--- src/rtl/led_rule_pkg.sv ---
package led_rule_pkg;
  localparam int REG_W = 16;

  typedef enum logic [2:0] {
    SPD_DOWN = 3'd0,
    SPD_10   = 3'd1,
    SPD_100  = 3'd2,
    SPD_1000 = 3'd3,
    SPD_2500 = 3'd4
  } speed_e;

  localparam int ADR_CTRL  = 'h21;
  localparam int ADR_ONT   = 'h22;
  localparam int ADR_PER   = 'h23;
  localparam int ADR_ON0   = 'h24;
  localparam int ADR_BLK0  = 'h25;

  localparam logic [REG_W-1:0] MASK_ON   = 16'hC17F;
  localparam logic [REG_W-1:0] MASK_BLK  = 16'h0FFF;
  localparam logic [REG_W-1:0] MASK_CTRL = 16'h800F;
  localparam logic [REG_W-1:0] CTRL_RST  = 16'h8008;

  function automatic logic [REG_W-1:0] on_reset(input int idx);
    case (idx)
      0:       return 16'hC103;
      1:       return 16'hC101;
      2:       return 16'hC102;
      default: return 16'hC000;
    endcase
  endfunction

  function automatic logic [REG_W-1:0] blink_reset(input int idx);
    case (idx)
      1:       return 16'h0C03;
      2:       return 16'h0C0C;
      default: return 16'h0000;
    endcase
  endfunction
endpackage

--- src/rtl/led_regs.sv ---
module led_regs
  import led_rule_pkg::*;
#(
  parameter int NLED     = 3,
  parameter int AW       = 6,
  parameter int DUR_UNIT = 781
) (
  input  logic                        clk,
  input  logic                        rst_n,
  input  logic                        we,
  input  logic [AW-1:0]               addr,
  input  logic [REG_W-1:0]            wdata,
  output logic [REG_W-1:0]            rdata,
  output logic [REG_W-1:0]            ctrl,
  output logic [REG_W-1:0]            on_time,
  output logic [REG_W-1:0]            period,
  output logic [NLED-1:0][REG_W-1:0]  on_rule,
  output logic [NLED-1:0][REG_W-1:0]  blink_rule,
  output logic                        per_wr
);
  localparam logic [REG_W-1:0] ONT_RST = REG_W'(DUR_UNIT);
  localparam logic [REG_W-1:0] PER_RST = REG_W'(DUR_UNIT << 1);

  logic [REG_W-1:0]           ctrl_n, ont_n, per_n;
  logic [NLED-1:0][REG_W-1:0] on_n, blk_n;

  always_comb begin
    ctrl_n = ctrl;
    ont_n  = on_time;
    per_n  = period;
    on_n   = on_rule;
    blk_n  = blink_rule;
    per_wr = 1'b0;
    if (we) begin
      if (addr == AW'(ADR_CTRL)) ctrl_n = wdata & MASK_CTRL;
      if (addr == AW'(ADR_ONT))  ont_n  = wdata;
      if (addr == AW'(ADR_PER)) begin
        per_n  = wdata;
        per_wr = 1'b1;
      end
      for (int i = 0; i < NLED; i++) begin
        if (addr == AW'(ADR_ON0 + 2*i))  on_n[i]  = wdata & MASK_ON;
        if (addr == AW'(ADR_BLK0 + 2*i)) blk_n[i] = wdata & MASK_BLK;
      end
    end
  end

  always_ff @(posedge clk or negedge rst_n) begin
    if (!rst_n) begin
      ctrl    <= CTRL_RST;
      on_time <= ONT_RST;
      period  <= PER_RST;
      for (int i = 0; i < NLED; i++) begin
        on_rule[i]    <= on_reset(i);
        blink_rule[i] <= blink_reset(i);
      end
    end else begin
      ctrl       <= ctrl_n;
      on_time    <= ont_n;
      period     <= per_n;
      on_rule    <= on_n;
      blink_rule <= blk_n;
    end
  end

  always_comb begin
    rdata = '0;
    if (addr == AW'(ADR_CTRL)) rdata = ctrl;
    if (addr == AW'(ADR_ONT))  rdata = on_time;
    if (addr == AW'(ADR_PER))  rdata = period;
    for (int i = 0; i < NLED; i++) begin
      if (addr == AW'(ADR_ON0 + 2*i))  rdata = on_rule[i];
      if (addr == AW'(ADR_BLK0 + 2*i)) rdata = blink_rule[i];
    end
  end
endmodule

--- src/rtl/led_phase.sv ---
module led_phase
  import led_rule_pkg::*;
(
  input  logic             clk,
  input  logic             rst_n,
  input  logic             tick,
  input  logic             restart,
  input  logic [REG_W-1:0] period,
  output logic [REG_W-1:0] phase,
  output logic             wrap
);
  logic [REG_W-1:0] phase_n;
  logic [REG_W:0]   next_cnt;

  always_comb begin
    next_cnt = {1'b0, phase} + 1'b1;
    wrap     = tick && !restart && (next_cnt >= {1'b0, period});
    phase_n  = phase;
    if (restart)   phase_n = '0;
    else if (wrap) phase_n = '0;
    else if (tick) phase_n = next_cnt[REG_W-1:0];
  end

  always_ff @(posedge clk or negedge rst_n) begin
    if (!rst_n) phase <= '0;
    else        phase <= phase_n;
  end
endmodule

--- src/rtl/led_lane.sv ---
module led_lane
  import led_rule_pkg::*;
(
  input  logic             clk,
  input  logic             rst_n,
  input  logic [REG_W-1:0] on_rule,
  input  logic [REG_W-1:0] blink_rule,
  input  logic [2:0]       speed,
  input  logic             full_dup,
  input  logic             ev_tx,
  input  logic             ev_rx,
  input  logic             ev_col,
  input  logic             ev_crc,
  input  logic             ev_idle,
  input  logic             wrap,
  input  logic [REG_W-1:0] phase,
  input  logic [REG_W-1:0] on_time,
  input  logic             global_en,
  output logic             pin,
  output logic [1:0]       pend,
  output logic             hit
);
  logic       link_up, on_match, tx_sel, rx_sel, blinking, act, pin_n;
  logic [1:0] pend_n;

  always_comb begin
    link_up  = (speed != SPD_DOWN);
    on_match = (on_rule[0] && speed == SPD_1000) ||
               (on_rule[1] && speed == SPD_100)  ||
               (on_rule[2] && speed == SPD_10)   ||
               (on_rule[8] && speed == SPD_2500) ||
               (on_rule[3] && !link_up)          ||
               (on_rule[4] && link_up && full_dup)  ||
               (on_rule[5] && link_up && !full_dup) ||
               on_rule[6];
    case (speed)
      SPD_1000: begin tx_sel = blink_rule[0];  rx_sel = blink_rule[1];  end
      SPD_100:  begin tx_sel = blink_rule[2];  rx_sel = blink_rule[3];  end
      SPD_10:   begin tx_sel = blink_rule[4];  rx_sel = blink_rule[5];  end
      SPD_2500: begin tx_sel = blink_rule[10]; rx_sel = blink_rule[11]; end
      default:  begin tx_sel = 1'b0;           rx_sel = 1'b0;           end
    endcase
    hit = (ev_tx && tx_sel) || (ev_rx && rx_sel) ||
          (ev_col && blink_rule[6]) || (ev_crc && blink_rule[7]) ||
          (ev_idle && blink_rule[8]);
    pend_n = pend;
    if (hit)                       pend_n = 2'd2;
    else if (wrap && pend != 2'd0) pend_n = pend - 2'd1;
    blinking = (pend != 2'd0) || blink_rule[9];
    act      = global_en && on_rule[15] &&
               (blinking ? (phase < on_time) : on_match);
    pin_n    = on_rule[14] ? act : !act;
  end

  always_ff @(posedge clk or negedge rst_n) begin
    if (!rst_n) begin
      pend <= 2'd0;
      pin  <= 1'b0;
    end else begin
      pend <= pend_n;
      pin  <= pin_n;
    end
  end
endmodule

--- src/rtl/led_rule_ctrl.sv ---
module led_rule_ctrl
  import led_rule_pkg::*;
#(
  parameter int NLED     = 3,
  parameter int AW       = 6,
  parameter int DUR_UNIT = 781
) (
  input  logic             clk,
  input  logic             rst_n,
  input  logic             tick,
  input  logic [2:0]       link_speed,
  input  logic             link_full_dup,
  input  logic             ev_tx,
  input  logic             ev_rx,
  input  logic             ev_col,
  input  logic             ev_crc,
  input  logic             ev_idle,
  input  logic             reg_we,
  input  logic [AW-1:0]    reg_addr,
  input  logic [REG_W-1:0] reg_wdata,
  output logic [REG_W-1:0] reg_rdata,
  output logic [NLED-1:0]  led_pin
);
  logic [REG_W-1:0]           ctrl_q, ont_q, period_q, phase_q;
  logic [NLED-1:0][REG_W-1:0] on_rule_q, blink_rule_q;
  logic                       per_wr, wrap, global_en;
  logic [NLED-1:0][1:0]       lane_pend;
  logic [NLED-1:0]            lane_hit;

  led_regs #(.NLED(NLED), .AW(AW), .DUR_UNIT(DUR_UNIT)) u_regs (
    .clk(clk), .rst_n(rst_n), .we(reg_we), .addr(reg_addr),
    .wdata(reg_wdata), .rdata(reg_rdata), .ctrl(ctrl_q),
    .on_time(ont_q), .period(period_q), .on_rule(on_rule_q),
    .blink_rule(blink_rule_q), .per_wr(per_wr)
  );

  led_phase u_phase (
    .clk(clk), .rst_n(rst_n), .tick(tick), .restart(per_wr),
    .period(period_q), .phase(phase_q), .wrap(wrap)
  );

  assign global_en = ctrl_q[15] && ctrl_q[3];

  for (genvar i = 0; i < NLED; i++) begin : g_lane
    led_lane u_lane (
      .clk(clk), .rst_n(rst_n),
      .on_rule(on_rule_q[i]), .blink_rule(blink_rule_q[i]),
      .speed(link_speed), .full_dup(link_full_dup),
      .ev_tx(ev_tx), .ev_rx(ev_rx), .ev_col(ev_col),
      .ev_crc(ev_crc), .ev_idle(ev_idle),
      .wrap(wrap), .phase(phase_q), .on_time(ont_q),
      .global_en(global_en),
      .pin(led_pin[i]), .pend(lane_pend[i]), .hit(lane_hit[i])
    );
  end
endmodule

--- config.mk ---
export PLATFORM = sky130hd
export DESIGN_NAME = led_rule_ctrl
export DESIGN_NICKNAME = d
export VERILOG_FILES = /design/src/rtl/led_rule_pkg.sv /design/src/rtl/led_regs.sv /design/src/rtl/led_phase.sv /design/src/rtl/led_lane.sv /design/src/rtl/led_rule_ctrl.sv
export SDC_FILE = /design/constraint.sdc
export NUM_CORES = 1
export LEC_CHECK = 0
export BUFFER_PORTS_ARGS = -buffer_cell sky130_fd_sc_hd__buf_2
export CAP_MARGIN = 20
export CELL_PAD_IN_SITES_DETAIL_PLACEMENT = 2
export CELL_PAD_IN_SITES_GLOBAL_PLACEMENT = 2
export CORE_UTILIZATION = 37
export CTS_CLUSTER_SIZE = 14
export DETAILED_ROUTE_END_ITERATION = 6
export PLACE_DENSITY = 0.87
export SYNTH_ARGS = -nofsm -noshare
export SYNTH_HDL_FRONTEND = slang
export SYNTH_SLANG_ARGS = --single-unit
--- constraint.sdc ---
create_clock -name clk -period 3.4 [get_ports clk]
set_input_delay 0.34 -clock clk [delete_from_list [all_inputs] [get_ports clk]]
set_output_delay 0.34 -clock clk [all_outputs]
set_load 0.02 [all_outputs]
Word level (Yosys, flattened, before mapping). Index checks and enable logic that the tools add are counted. W data, S select, Z words.

$add $sub $neg: 4. Equality and inequality tests: 13. Muxes and demuxes: 32. Reduce and logical (&&, ||, !) cells: 113. $lt $le $gt $ge: 2.

Operators by type and width (count): $mux W16 (12); $eq A6 B6 Y1 const B (9); $logic_and A1 B1 Y1 (54); $logic_or A1 B1 Y1 (36); $pmux W1 S4 (6); $reduce_and A2 Y1 (9); $add A16 B1 Y17 const B (1); $ge A17 B16 Y1 (1); $lt A16 B16 Y1 (1); $mux W2 (6); $reduce_bool A2 Y1 (6); $mux W1 (8); $eq A3 B2 Y1 const B (2); $logic_not A1 Y1 (6); $reduce_bool A3 Y1 (2); $sub A2 B1 Y2 const B (3); $eq A3 B1 Y1 const B (1); $eq A3 B3 Y1 const B (1).

Input port bits: 35. Bits in registers: 128. Logic and storage cells: 180. Output and inout bits: 19.

Logic depth before layout (Yosys ltp). Gate-level depths: netlist (run 1).

Depth in word-level cells: 13. Gate-level depth with buffers: 14. Mapped depth without buffers: 12.

Cells and area by module. A second synthesis (run 1) with hierarchy kept.

Cell total of the unflattened synthesis: 862. Area, all modules: 8783.4 um^2.

By module, submodules not included: led_regs (area an instance 5240.0 um^2, times used 1, seq. area each 2618.8 um^2, cells an instance 418); led_lane (area an instance 710.7 um^2, times used 3, seq. area each 75.1 um^2, cells an instance 96); led_phase (area an instance 1405.1 um^2, times used 1, seq. area each 400.4 um^2, cells an instance 155); led_rule_ctrl (area an instance 6.3 um^2, times used 1, seq. area each 0.0 um^2, cells an instance 1).

Worst setup path after synthesis (run 1). Ideal clock, no wire load.

Path type: register to register. Start point: reg u_phase.phase[3]. End point: reg u_phase.phase[7]. Buffers on the path: 2. Arrival time: 3066 ps. Stages on the path, launching flop included: 13. Setup time: 126 ps. Period minus slack after synthesis: 3192 ps. Required time: 3274 ps. Path slack: 208 ps. Path through: dfrtp_1 > buf_4 > nand4_4 > or4_2 > or2_2 > xnor2_1 > ha_1 > nand3_1 > a21oi_1 > o21a_1 > nor2_4 > buf_6 > a221o_1.

Cells in the longest elaborated chain, start to end: 5. Elaborated cells between the ends (all ways): 7. Those cells by class: 1 x add/sub; 1 x order compare; 3 x mux; 2 x reduce/logical.

RTL lines: from (decl) (RTL line led_phase.sv:9) `output logic [REG_W-1:0] phase,`; from (signal assigned) (RTL line led_phase.sv:26) `else phase <= phase_n;`; $add A16 B1 Y17 * (RTL line led_phase.sv:16) `next_cnt = {1'b0, phase} + 1'b1;`; $ge A17 B16 Y1 (RTL line led_phase.sv:17) `wrap = tick && !restart && (next_cnt >= {1'b0, period});`; $logic_and A1 B1 Y1 (RTL line led_phase.sv:17); $mux W16 (RTL line led_phase.sv:20) `else if (wrap) phase_n = '0;`; $mux W16 (RTL line led_phase.sv:19) `if (restart) phase_n = '0;`.

Every way passes the cells marked *; elsewhere a longest branch is shown, timed or not. The select of a mux whose other input is x is not followed. A chain may end at the register's enable or synchronous reset.

Worst setup path after layout (run 1).
Start point: reg u_phase.phase[0]. End point: reg u_phase.phase[2].

The elaborated chain is that of the path after synthesis.

==> results.txt, run 1 <==
clk slew on worst S/H paths - 60 ps
count of input and output buffers - 53
share of the synthesized area in the top cell type - 31.1%
clock tree from TritonCTS - built
total clock buffers created by CTS - 17
maximum number of pins on one net before global-route repair - 56
number of standard-cell rows in the floorplan - 52
slowest stage cell on the critical path - or4_4
library cell with the largest summed area after synthesis - dfrtp_1
starting density of the core - 37.8%
DIE WIDTH - 146 um
r2r startpoint - u_phase.phase[0]
type of the worst min-delay path - in2reg
Buf/Inv on CP - 3
Cells on Worst Hold Path - 2
root cell of the clock tree - clkbuf_16
number of pins exceeding their max-slew limit in the final report - 0
synth-to-layout area growth - 16.9%
number of storage elements in the synthesis netlist - 128
yosys synthesis warning count - 0
endpoint of the lowest-slack register-to-register path - u_phase.phase[2]
crit start category - flip-flop
Total Die Area - 0.0213 mm^2
leading cell type in the layout, fill and taps excluded - mux2_2
leading post-synthesis cells by cell area - dfrtp_1 (31%), mux2_2 (15%), dfstp_2 (11%)
number of antenna violations at the first check in global routing - 0
number of enable flip-flop cells after synthesis - 0
layout cell share with drive strength beyond 1 - 36.5%
final critical delay including setup and external delays - 3390 ps
clock latency reported for the late side of the worst-skew pair - 450 ps
total wirelength of the detailed-routed design - 30.9 mm
Max Cap Violations - 0
RD Place Congestion - 0.833
async set or reset register ratio after synthesis - 100%
maximum vdd drop - 0.215 mV
number of distinct library cells after synthesis - 68
Crit path depth - 14
setup-violating endpoint count in the final report - 0
Critical Path RT - 3720 ps
Post-DP Area - 0.00820 mm^2
leading register cell type out of synthesis - dfrtp_1
Finished Core Util - 44.2%
post-synthesis sequential area ratio - 42.4%
number of endpoints with negative hold slack in the final report - 0
type of the worst setup path - reg2reg
antenna viol nets, final - 0
Post-Synthesis Mean Instance Area - 10.7 um^2
data arrival time of the worst path - 3710 ps
number of vias per cell - 6.22
maximum buffer depth of the clock tree - 2
cell family contributing the most delay on the critical path - compound AO/OA/AOI/OAI gates
die extent in y - 146 um
result of the run - finished, final reports clean
Mapped Nets - 787
leading cell types in the layout, fill and taps excluded - mux2_2 (104), dfrtp_1 (91), nand2_1 (53), buf_2 (52), inv_1 (41)
global-route wire length before repair - 46.9 mm
hold_sp - reg_wdata[12]
total number of nets in the final design - 852
R2R cell count - 14
achievable frequency - 0.295 GHz
cell count after synthesis - 717
number of remaining DRC errors - 0
transition time of the tightest slew-check pin - 934 ps
global-route congestion overflow total - 0
crit path max fanout - 9
via count of the first global-routing pass - 7,365
worst clock skew - 15.9 ps
Top-Level Pins - 54
Leak - 4.09 nW
area inside the core boundary - 0.0202 mm^2
max-slew headroom at the worst pin - 37.8%
critical path endpoint category - flip-flop
CP max stage delay - 490 ps
number of violations reported at the end of detailed-routing iteration 0 - 579
global-route total usage across every layer - 29.9%
final hold slack - 147 ps
end of the worst hold path - u_regs.period[12]
total number of vias - 6,619
Final Cell Area - 0.00894 mm^2
half-perimeter wire length of the detailed placement result - 20.2 mm
number of optimization iterations in the first detailed-route pass - 6
PwrDens - 582 mW/mm^2
average routed wire per standard cell - 29.1 um
slack of the worst reg-to-reg path - 10 ps
total number of H-tree levels - 4
post-route fraction of the period consumed by the critical path - 99.7%
number of sinks handled by clock tree synthesis - 128
sequence of cells on the critical path - ha_2 -> nand3_1 -> or4_4 -> xnor2_1 -> ha_1 -> o21a_1 -> a21oi_2 -> buf_4 -> a21oi_2 -> o21a_1 -> buf_6 -> nor2_4 -> buf_12 -> a221o_2
combined area of all synthesized cells - 0.00765 mm^2
Antenna diodes - 0
Yosys cell counts (all sizes together), types with 4 or more instances:
library cell / count
a21boi: 6
ha: 35
nor2b: 7
nor4b: 4
buf: 17
and2: 6
a222oi: 13
o22ai: 6
dfrtp: 95
nand3: 25
o211ai: 6
and3: 5
nor2: 37
nand2: 53
a21oi: 24
a211oi: 4
xor2: 7
mux2: 104
o21ai: 23
inv: 41
nor4: 8
nand4: 9
xnor2: 8
nand2b: 4
o21a: 5
a22oi: 11
mux2i: 18
a22o: 4
a21o: 10
nor3: 11
clkbuf: 24
dfstp: 33
a31oi: 4
a221o: 13
power by group:
part           internal (mW)  total [mW]  switching, mW  leakage (nW)
clock network           1.12        1.91          0.789         0.284
logic                  0.518        1.26          0.744          2.22
registers               1.79        2.03          0.235          1.58
total                   3.44        5.20           1.77          4.09
registers in the layout (all words and copies together) (netlist names):
| name | cells |
|---|---|
| u_regs.ctrl | 5 |
| u_regs.on_time | 16 |
| g_lane.u_lane.pin | 3 |
| u_regs.blink_rule | 36 |
| g_lane.u_lane.pend | 6 |
| u_phase.phase | 16 |
| u_regs.period | 16 |
| u_regs.on_rule | 30 |
cell families after synthesis:
group / share of synthesized area [%]
xor+xnor: 1.72
mux: 17.7
flops: 42.4
fa+ha+maj: 5.72
simple gates: 13.0
buf+inv: 5.13
compound gates: 14.4
routing by layer:
layer | GRT usage [%] | part of all wire (%) | up-vias
met3 | 4.48 | 5.1 | 97
met1 | 37.4 | 41 | 3455
met2 | 50.0 | 48 | 289
li1 | - | - | 2778
met4 | 15.8 | 5.0 | 0
met5 | 0 | 0 | -
worst max-delay path by stage:
stage                                start                 to  slack (ps)
after global placement    u_phase.phase[6]   u_phase.phase[2]         110
after floorplan           u_phase.phase[3]   u_phase.phase[7]         210
after detailed placement  u_phase.phase[6]  u_phase.phase[10]        -190
after global routing      u_phase.phase[1]   u_phase.phase[2]         -70
after CTS                 u_phase.phase[3]   u_phase.phase[2]         -30
final                     u_phase.phase[0]   u_phase.phase[2]          10
stage by stage:
| step | setup slack (ps) | cells | power (mW) | TNS (ps) |
|---|---|---|---|---|
| global route | -66.7 | 1065 | 5.36 | -676 |
| finish | 10.2 | 1065 | 5.20 | 0 |
| global placement | 115 | 1020 | 3.01 | 0 |
| floorplan | 208 | 717 | 2.66 | 0 |
| detailed placement | -186 | 1020 | 3.12 | -2370 |
| CTS | -29.1 | 1061 | 5.14 | -76.2 |
worst register-to-register path: stages, from the launching register on:
cell and delay (ps):
dfrtp_2 400, ha_2 240, nand3_1 90, or4_4 490, xnor2_1 180, ha_1 350
o21a_1 170, a21oi_2 80, buf_4 140, a21oi_2 170, o21a_1 220, buf_6 180
nor2_4 60, buf_12 150, a221o_2 350
cell type report:
class,instances,area [um^2]
fillers,2085,11300
clock inverters,11,133
inverters,41,154
well taps,270,338
flip-flops and latches,128,3250
multi-input cells,506,4050
repair buffers,88,562
clock buffers,21,460
repair_timing:
item | in CTS | in global routing
pin swaps | 1 | 1
hold buffers | 1 | 0
endpoints found under the setup margin | 22 | 22
buffers inserted | 8 | 4
hold endpoints to repair | 24 | 0
gates resized for setup | 5 | 11
gates cloned | 0 | 0
Power figures use the tool's default switching activity.
==> inputs of run 2 (changes only) <==
- CORE_ASPECT_RATIO: default -> 0.9
- HOLD_SLACK_MARGIN: default -> 0.15
==> run 2 against run 1 <==
Via count down 0.36%. Count of clock-buffer cells in the layout decreased by 4. Clock power is 4% higher. Global-route usage decreased by 0.14 points. Flip-flop and latch count unchanged. Sequential share of layout area decreased by 0.056 points. Critical path depth decreased by 1. Hold slack improved by 8.4 ps. Sequential power is essentially flat. Core utilization rose by 0.28 points. Combinational power is essentially flat. Cell count down 1.9%. Largest cell class unchanged.
==> results.txt, run 2 (same netlist as run 1, synthesis figures left out) <==
DIE WIDTH - 154 um (was 146 um)
R2R cell count - 13 (was 14)
total number of vias - 6,595 (was 6,619)
Total Die Area - 0.0213 mm^2 (about the same)
clk slew on worst S/H paths - 60 ps (about the same)
total number of nets in the final design - 847 (was 852)
Post-DP Area - 0.00821 mm^2 (was 0.00820 mm^2)
clock latency reported for the late side of the worst-skew pair - 450 ps (about the same)
area taken by multi-input logic gates - 0.00408 mm^2 (was 0.00405 mm^2)
endpoint of the lowest-slack register-to-register path - u_phase.phase[2] (unchanged)
Antenna diodes - 0 (unchanged)
Top-Level Pins - 54 (unchanged)
crit start category - flip-flop (unchanged)
end of the worst hold path - u_regs.on_time[13] (was u_regs.period[12])
Max Cap Violations - 0 (unchanged)
slack of the worst reg-to-reg path - 120 ps (was 10 ps)
leading cell types in the layout, fill and taps excluded - mux2_2 (104), dfrtp_1 (95), nand2_1 (53), buf_2 (52), inv_1 (41) (was mux2_2 (104), dfrtp_1 (91), nand2_1 (53), buf_2 (52), inv_1 (41))
filler cell count - 2,079 (was 2,085)
maximum buffer depth of the clock tree - 2 (unchanged)
layout cell share with drive strength beyond 1 - 36.1% (was 36.5%)
max-slew headroom at the worst pin - 45.8% (was 37.8%)
startpoint of the worst setup timing path - u_phase.phase[1] (was u_phase.phase[0])
cell count after placement - 1,009 (was 1,020)
Cells on Worst Hold Path - 2 (unchanged)
starting density of the core - 38.0% (was 37.8%)
largest register by flop count - u_regs.blink_rule (unchanged)
area taken by flip-flops and latches - 0.00324 mm^2 (was 0.00325 mm^2)
PwrDens - 588 mW/mm^2 (was 582 mW/mm^2)
total clock buffers created by CTS - 17 (unchanged)
registers with the most flip-flops - u_regs.blink_rule (36), u_regs.on_rule (30) (unchanged)
number of optimization iterations in the first detailed-route pass - 5 (was 6)
die extent in y - 138 um (was 146 um)
leading cell type in the layout, fill and taps excluded - mux2_2 (unchanged)
maximum number of pins on one net before global-route repair - 129 (was 56)
post-route fraction of the period consumed by the critical path - 96.3% (was 99.7%)
type of the worst setup path - reg2reg (unchanged)
root cell of the clock tree - clkbuf_16 (unchanged)
via count of the first global-routing pass - 7,425 (was 7,365)
Final Cell Area - 0.00894 mm^2 (unchanged)
RD Place Congestion - 0.869 (was 0.833)
total number of H-tree levels - 4 (unchanged)
crit path max fanout - 13 (was 9)
data arrival time of the worst path - 3660 ps (was 3710 ps)
Worst Setup Slack post-DPL - -37.4 ps (was -186 ps)
number of violations reported at the end of detailed-routing iteration 0 - 484 (was 579)
setup-violating endpoint count in the final report - 0 (unchanged)
clock tree from TritonCTS - built (unchanged)
maximum vdd drop - 0.301 mV (was 0.215 mV)
r2r startpoint - u_phase.phase[1] (was u_phase.phase[0])
number of cells in the finished layout apart from fillers - 1,045 (was 1,065)
count of input and output buffers - 53 (unchanged)
area inside the core boundary - 0.0201 mm^2 (was 0.0202 mm^2)
critical path endpoint category - flip-flop (unchanged)
number of endpoints with negative hold slack in the final report - 0 (unchanged)
type of the worst min-delay path - in2reg (unchanged)
number of standard-cell rows in the floorplan - 49 (was 52)
achievable frequency - 0.305 GHz (was 0.295 GHz)
transition time of the tightest slew-check pin - 811 ps (was 934 ps)
RSZ-0062 raised after global routing - no
global-route total usage across every layer - 29.8% (was 29.9%)
antenna viol nets, final - 0 (unchanged)
number of remaining DRC errors - 0 (unchanged)
hold_sp - reg_wdata[13] (was reg_wdata[12])
global-route wire length before repair - 46.6 mm (was 46.9 mm)
number of pins exceeding their max-slew limit in the final report - 0 (unchanged)
global-route congestion overflow total - 0 (unchanged)
final critical delay including setup and external delays - 3280 ps (was 3390 ps)
Leak - 4.09 nW (about the same)
number of vias per cell - 6.31 (was 6.22)
Critical Path RT - 3780 ps (was 3720 ps)
number of antenna violations at the first check in global routing - 0 (unchanged)
worst clock skew - 9.56 ps (was 15.9 ps)
synth-to-layout area growth - 16.9% (unchanged)
post-route setup slack - 125 ps (was 10.2 ps)
result of the run - finished, final reports clean (unchanged)
half-perimeter wire length of the detailed placement result - 20.6 mm (was 20.2 mm)
total wirelength of the detailed-routed design - 30.6 mm (was 30.9 mm)
average routed wire per standard cell - 29.2 um (was 29.1 um)
flip-flop count of the largest register after layout - 36 (unchanged)
number of sinks handled by clock tree synthesis - 128 (unchanged)
-- run 2: cell count changes in the layout (fill, tap and decap cells not counted), moves of 2 or more --
cell / before / now
dfrtp_1: 91 / 95
buf_4: 32 / 26
dfrtp_2: 4 / 0
inv_8: 0 / 2
clkinv_4: 5 / 2
inv_6: 1 / 5
clkbuf_1: 2 / 0
clkbuf_8: 2 / 0
-- run 2: metal layers --
metal / track usage (%) / vias up / wire (um)
li1: - / 2781 / -
met5: 0 / - / 0
met2: 50.2 / 229 / 15100
met4: 12.7 / 0 / 986
met3: 6.58 / 86 / 1590
met1: 36.6 / 3499 / 12900
-- run 2: power breakdown --
part	leakage [nW]	internal [mW]	switching, mW
registers	1.59	1.79	0.239
clock network	0.295	1.18	0.815
logic	2.21	0.515	0.728
-- run 2: area by class of cell --
cell class	instances	area share [%]
Tap cell	255	3.57
Clock inverter	15	2.20
Timing Repair Buffer	83	5.89
Inverter	41	1.72
Multi-Input combinational cell	506	45.6
Clock buffer	17	4.76
Sequential cell	128	36.3
-- run 2: per-stage QoR --
step	power (mW)	TNS, ps	util (%)	hold slack (ps)
6_report	5.26	0	44.5	155
3_5_place_dp	3.14	-301	40.8	496
5_1_grt	5.44	0	44.5	157
2_1_floorplan	2.66	0	-	44.4
3_3_place_gp	3.02	0	40.8	487
4_1_cts	5.23	0	44.4	150
-- run 2: worst max-delay path: stages (launching register included) --
cell and delay (ps):
dfrtp_1 450, ha_4 190, nand3_1 110, nor2_2 140
and3_2 240, xor2_1 180, ha_1 280, a211o_1 330
a21oi_2 200, o211ai_1 180, o21a_1 250, buf_6 170
nor4b_1 330, a221o_2 160
-- run 2: repair_timing --
item	4_1_cts	5_1_grt
resized for setup	10	5
pin swaps	2	0
buffers inserted	2	0
hold buffers	2	0
setup endpoints to repair	18	20
cloned	0	0
hold endpoints to repair	97	0
-- run 2: worst max-delay path by stage --
| stage | end | cells past startpoint |
|---|---|---|
| 2_1_floorplan | u_phase.phase[7] | 12 |
| 3_3_place_gp | u_phase.phase[2] | 11 |
| 3_5_place_dp | u_phase.phase[7] | 13 |
| 4_1_cts | u_phase.phase[2] | 13 |
| 5_1_grt | g_lane[0].u_lane.pend[1] | 11 |
| 6_report | u_phase.phase[2] | 13 |
